<file path="config.mk">
export PLATFORM = sky130hd
export DESIGN_NAME = flash_unlock_guard
export DESIGN_NICKNAME = d
export VERILOG_FILES = /design/src/rtl/fguard_pkg.sv /design/src/rtl/fg_key_fsm.sv /design/src/rtl/fg_seg_reg.sv /design/src/rtl/flash_unlock_guard.sv
export SDC_FILE = /design/constraint.sdc
export NUM_CORES = 1
export LEC_CHECK = 0
export CAP_MARGIN = 20
export CORE_AREA = 2 2 39 41
export DETAILED_ROUTE_END_ITERATION = 16
export DIE_AREA = 0 0 41 43
export DONT_BUFFER_PORTS = 1
export GPL_TIMING_DRIVEN = 0
export PLACE_DENSITY_LB_ADDON = 0.1
export SYNTH_ARGS = -nofsm -noshare
export SYNTH_HDL_FRONTEND = slang
export SYNTH_HIERARCHICAL = 1
export SYNTH_SLANG_ARGS = --single-unit
</file>
<file path="constraint.sdc">
create_clock -name clk -period 1.87 [get_ports clk]
set_input_delay 0.187 -clock clk [delete_from_list [all_inputs] [get_ports clk]]
set_output_delay 0.187 -clock clk [all_outputs]
set_load 0.02 [all_outputs]
</file>
<file path="src/rtl/fguard_pkg.sv">
package fguard_pkg;
  localparam int DATA_W = 8;
  localparam logic [DATA_W-1:0] KEY_FIRST  = 8'hFA;
  localparam logic [DATA_W-1:0] KEY_SECOND = 8'hF5;

  typedef enum logic [1:0] {
    ST_IDLE = 2'd0,
    ST_KEY1 = 2'd1,
    ST_OPEN = 2'd2
  } guard_state_t;
endpackage

</file>
<file path="src/rtl/fg_key_fsm.sv">
module fg_key_fsm
  import fguard_pkg::*;
(
  input  logic              clk,
  input  logic              rst_n,
  input  logic              key_wr,
  input  logic [DATA_W-1:0] key_data,
  input  logic              op_start,
  output logic              mod_enable,
  output logic              op_reject
);
  guard_state_t state_q, base_s, state_d;

  // start pulse is resolved first, key write then applies to the result
  always_comb begin
    base_s  = (op_start && state_q == ST_OPEN) ? ST_IDLE : state_q;
    state_d = base_s;
    if (key_wr) begin
      unique case (base_s)
        ST_IDLE: state_d = (key_data == KEY_FIRST) ? ST_KEY1 : ST_IDLE;
        ST_KEY1: begin
          if (key_data == KEY_FIRST)       state_d = ST_KEY1;
          else if (key_data == KEY_SECOND) state_d = ST_OPEN;
          else                             state_d = ST_IDLE;
        end
        ST_OPEN: state_d = (key_data == KEY_FIRST) ? ST_KEY1 : ST_IDLE;
        default: state_d = ST_IDLE;
      endcase
    end
  end

  always_ff @(posedge clk) begin
    if (!rst_n) begin
      state_q   <= ST_IDLE;
      op_reject <= 1'b0;
    end else begin
      state_q   <= state_d;
      op_reject <= op_start && (state_q != ST_OPEN);
    end
  end

  assign mod_enable = (state_q == ST_OPEN);


  second_key_opens_chk: assert property (@(posedge clk) disable iff (!rst_n)
    (state_q == ST_KEY1 && key_wr && key_data == KEY_SECOND) |=> mod_enable);


  single_use_chk: assert property (@(posedge clk) disable iff (!rst_n)
    (mod_enable && op_start) |=> (!mod_enable && !op_reject));


  key1_holds_chk: assert property (@(posedge clk) disable iff (!rst_n)
    (state_q == ST_KEY1 && !key_wr) |=> (state_q == ST_KEY1));


  wrong_key_cancels_chk: assert property (@(posedge clk) disable iff (!rst_n)
    (state_q == ST_KEY1 && key_wr && key_data != KEY_FIRST && key_data != KEY_SECOND)
    |=> (state_q == ST_IDLE));


  reject_pulse_chk: assert property (@(posedge clk) disable iff (!rst_n)
    (op_start && !mod_enable) |=> op_reject);


  reject_cause_chk: assert property (@(posedge clk) disable iff (!rst_n)
    op_reject |-> ($past(op_start) && !$past(mod_enable)));


  open_holds_chk: assert property (@(posedge clk) disable iff (!rst_n)
    (mod_enable && !key_wr && !op_start) |=> mod_enable);
endmodule

</file>
<file path="src/rtl/fg_seg_reg.sv">
module fg_seg_reg
  import fguard_pkg::*;
#(
  parameter int SEG_W = 3
) (
  input  logic              clk,
  input  logic              rst_n,
  input  logic              seg_wr,
  input  logic [DATA_W-1:0] wr_data,
  output logic [SEG_W-1:0]  seg_q
);
  always_ff @(posedge clk) begin
    if (!rst_n)      seg_q <= '0;
    else if (seg_wr) seg_q <= wr_data[SEG_W-1:0];
  end


  seg_store_chk: assert property (@(posedge clk) disable iff (!rst_n)
    seg_wr |=> (seg_q == $past(wr_data[SEG_W-1:0])));


  seg_hold_chk: assert property (@(posedge clk) disable iff (!rst_n)
    !seg_wr |=> $stable(seg_q));
endmodule

</file>
<file path="src/rtl/flash_unlock_guard.sv">
module flash_unlock_guard
  import fguard_pkg::*;
#(
  parameter int                ADDR_W   = 8,
  parameter int                SEG_W    = 3,
  parameter logic [ADDR_W-1:0] KEY_ADDR = 8'hE6,
  parameter logic [ADDR_W-1:0] SEG_ADDR = 8'hE8
) (
  input  logic              clk,
  input  logic              rst_n,
  input  logic              wr_en,
  input  logic [ADDR_W-1:0] wr_addr,
  input  logic [DATA_W-1:0] wr_data,
  input  logic [ADDR_W-1:0] rd_addr,
  output logic [DATA_W-1:0] rd_data,
  input  logic              op_start,
  output logic              mod_enable,
  output logic              op_reject,
  output logic [SEG_W-1:0]  seg_addr
);
  localparam int PAD_W = DATA_W - SEG_W;

  logic key_wr, seg_wr;
  logic [SEG_W-1:0] seg_q;

  assign key_wr = wr_en && (wr_addr == KEY_ADDR);
  assign seg_wr = wr_en && (wr_addr == SEG_ADDR);

  fg_key_fsm u_fsm (
    .clk        (clk),
    .rst_n      (rst_n),
    .key_wr     (key_wr),
    .key_data   (wr_data),
    .op_start   (op_start),
    .mod_enable (mod_enable),
    .op_reject  (op_reject)
  );

  fg_seg_reg #(.SEG_W(SEG_W)) u_seg (
    .clk     (clk),
    .rst_n   (rst_n),
    .seg_wr  (seg_wr),
    .wr_data (wr_data),
    .seg_q   (seg_q)
  );

  // key register is write-only: its address reads as zero
  always_comb begin
    if (rd_addr == SEG_ADDR) rd_data = {{PAD_W{1'b0}}, seg_q};
    else                     rd_data = '0;
  end

  assign seg_addr = seg_q;


  key_reads_zero_chk: assert property (@(posedge clk) disable iff (!rst_n)
    (rd_addr == KEY_ADDR) |-> (rd_data == '0));
endmodule

</file>
==> key figures <==
Detailed routing
  – Iter 0 DRT Violations: 4
  – DRC violations left: 0
  – Via count: about 350
  – Routed Antenna Nets: 0
  – Drt pass-1 iters: 3
  – Final Routed Wirelength: ~900 µm
  – Vias per cell: roughly 5.0
  – Wirelength per Cell: ~13 µm

Floorplan
  – Core area: ~0.0014 mm²
  – Die X: 41 µm
  – Initial Util: between 20% and 30%
  – Io pins: a little over 40
  – Die H: roughly 43 µm
  – # rows: 14
  – Die ar.: between 0.0015 and 0.002 mm²

Synthesis
  – Number of flops mapped to enable cells by yosys: 0
  – Synth area leaders: dfxtp_1, buf_4, mux2i_1
  – Ys Warns: 6
  – Post-Syn Area: roughly 400 µm²
  – Dominant cell type by area after synthesis: dfxtp_1
  – Main flop type after synthesis: dfxtp_1
  – Register bit total from synthesis: 6
  – Netlist cell types: 22
  – FFs w/ async S/R, synth: 0%
  – Synth Area per Inst: ~8.6 µm²
  – Sequential element share of the synthesized area: roughly 30%
  – Yosys top cell area share: approximately 30%
  – Cells after synthesis: 46

Critical path
  – R2R Setup Slk: just under 1 ns
  – Critical path, cell by cell: inv_1 > nor3_1
  – CP arrival: 1.36 ns
  – Critical setup path kind: flop to output pin
  – Worst setup EP type: output pin
  – Crit path largest cell delay: around 0.57 ns
  – Worst EP required: ~1.7 ns
  – Critical path's slowest cell: nor3_1
  – Critical R2R Capture: u_fsm/state_q[1]$_SDFF_PN0_
  – Reg-to-Reg Start: u_fsm/state_q[0]$_SDFF_PN0_
  – R2r worst-path depth: 3
  – CP max FO: 3
  – Worst setup SP type: flop

Finish
  – Register area: between 100 and 150 µm²
  – Post-layout net count: just over 80
  – Synthesis-to-layout area growth: 14.5%
  – Post-layout util: 32.8%
  – Final Cell Area: roughly 450 µm²
  – Area of the multi-input gates: 243 µm²
  – Layout cells sized above 1: 22.6%
  – Antenna fix cells: 0
  – Filler cell count: 150
  – Most frequent cells in the layout: dfxtp_1, buf_4, conb_1
  – Most common cell after layout, fill and taps aside: dfxtp_1

STA
  – Worst-Margin Slew: 0.856 ns
  – # setup viols final: 0
  – Slew Viols, Final: 0
  – Final Hold Violating Endpoints: 0
  – Total negative slack: 0 ns
  – Fin crit share: between 80% and 90%
  – Worst setup margin: approximately 0.32 ns
  – Fmax: ~650 MHz
  – Fin Clk Skew: 0.0000343 ns
  – Slew Limit Headroom: 42.4%
  – Minimum clock period after layout: approximately 1.5 ns
  – RSZ-0062 raised after global routing: no

Job
  – Max Cap Viol: 0

Clock network
  – Htree depth: 1
  – Hold-fix buffers, CTS: 0
  – Max Buffers Root-to-Sink: 2
  – Setup Buffers After CTS: 0
  – CTS root buf: clkbuf_4
  – Num CTS Buffers: 3
  – CTS tree: yes
  – Clock latency on the worst-skew pair: ~0.24 ns
  – Resized Gates After CTS: 0
  – Clock transition at path regs: about 0.040 ns
  – CTS Sinks: 6

Worst hold path
  – Hold WC Path Type: input port to flop
  – Hold_sp: op_start
  – WHS Path Cells: 2
  – Hold EP: u_fsm/op_reject$_SDFF_PN0_

Global routing
  – Initial antenna violation count: 0
  – Vias in the first global route: between 300 and 400
  – Grt total ovfl: 0
  – Largest net degree at the start of global routing: 8
  – Overall fraction of global-route tracks in use: a little over a tenth
  – First-pass GRT wire length: between 1000 and 1500 µm

Placed design
  – Post-placement cell area: about 430 µm²
  – Port-buffer cells: 0
  – Post-place setup slack: ~0.12 ns
  – Final Wtd Congestion: 0.635

Pwr
  – VDD IR-drop max: 240 µV
  – Total power: between 0.0002 and 0.0003 W
  – PwrDens: 608 mW/mm²
  – Leakage power: 0.154 nW

Outcome
  – Outcome: finished clean
## synth_stat cells (2+ instances only)
master	instances
buf_4	5
dfxtp_1	6
inv_1	3
mux2i_1	3
nand2_1	3
nand3b_1	2
nand4b_1	3
nor2b_1	3
nor3_1	3
nor4_1	2
o21ai_1	2
## critical path, delay by kind of cell, from the launching register on
kind	cells	cell delay, ns
flip-flops	1	0.47
buffers and inverters	1	0.07
AND/OR/NAND/NOR	1	0.57
## cell families after synthesis
logic type / count (synthesis) / synth area share (%)
compound gates: 2 / 2.52
simple gates: 26 / 46.4
buf+inv: 8 / 12.3
other cells: 1 / 0.945
mux: 3 / 7.57
flops: 6 / 30.3
## stage by stage
step,hold slack [ns],std cells
2_1_floorplan,0.301,50
3_3_place_gp,0.312,66
3_5_place_dp,0.316,66
4_1_cts,0.0542,69
5_1_grt,0.0676,69
6_report,0.0607,69
## power breakdown
part	total [W]	internal [W]	switching [W]
registers	0.000132	0.000130	0.00000203
clock network	0.000118	0.0000725	0.0000454
logic	0.0000266	0.0000137	0.0000129
total	0.000276	0.000216	0.0000603
## routing by layer
metal | vias to the layer above | global-route usage (%) | routed length [µm]
li1 | 169 | - | -
met1 | 155 | 9.35 | 314
met2 | 21 | 15.6 | 421
met3 | 2 | 9.95 | 157
met4 | 0 | 6.00 | 5
met5 | - | 0 | 0
## cell type report
| cell class | count | share of cell area, % |
|---|---|---|
| sequential | 6 | 26.4 |
| inverter | 3 | 2.48 |
| tap | 16 | 4.41 |
| clock buffer | 3 | 4.96 |
| buffer | 5 | 8.26 |
| multi-input combinational | 36 | 53.4 |
## worst max path at each step
| stage | from | end | slack (ns) | cells past startpoint |
|---|---|---|---|---|
| final | u_seg/seg_q[2]$_SDFFE_PN0P_ | rd_data[2] | 0.32 | 2 |
| after global routing | u_seg/seg_q[2]$_SDFFE_PN0P_ | rd_data[2] | 0.27 | 2 |
| after detailed placement | wr_addr[1] | u_seg/seg_q[2]$_SDFFE_PN0P_ | 0.12 | 4 |
| after CTS | u_seg/seg_q[0]$_SDFFE_PN0P_ | rd_data[0] | 0.33 | 2 |
| after floorplan | wr_addr[1] | u_seg/seg_q[0]$_SDFFE_PN0P_ | 0.34 | 4 |
| after global placement | wr_addr[1] | u_seg/seg_q[1]$_SDFFE_PN0P_ | 0.17 | 4 |
## registers in the layout, indices dropped and copies added (netlist names)
signal / cells
u_fsm/op_reject: 1
u_seg/seg_q: 3
u_fsm/state_q: 2
No activity file was read; power rests on OpenSTA's default activity.
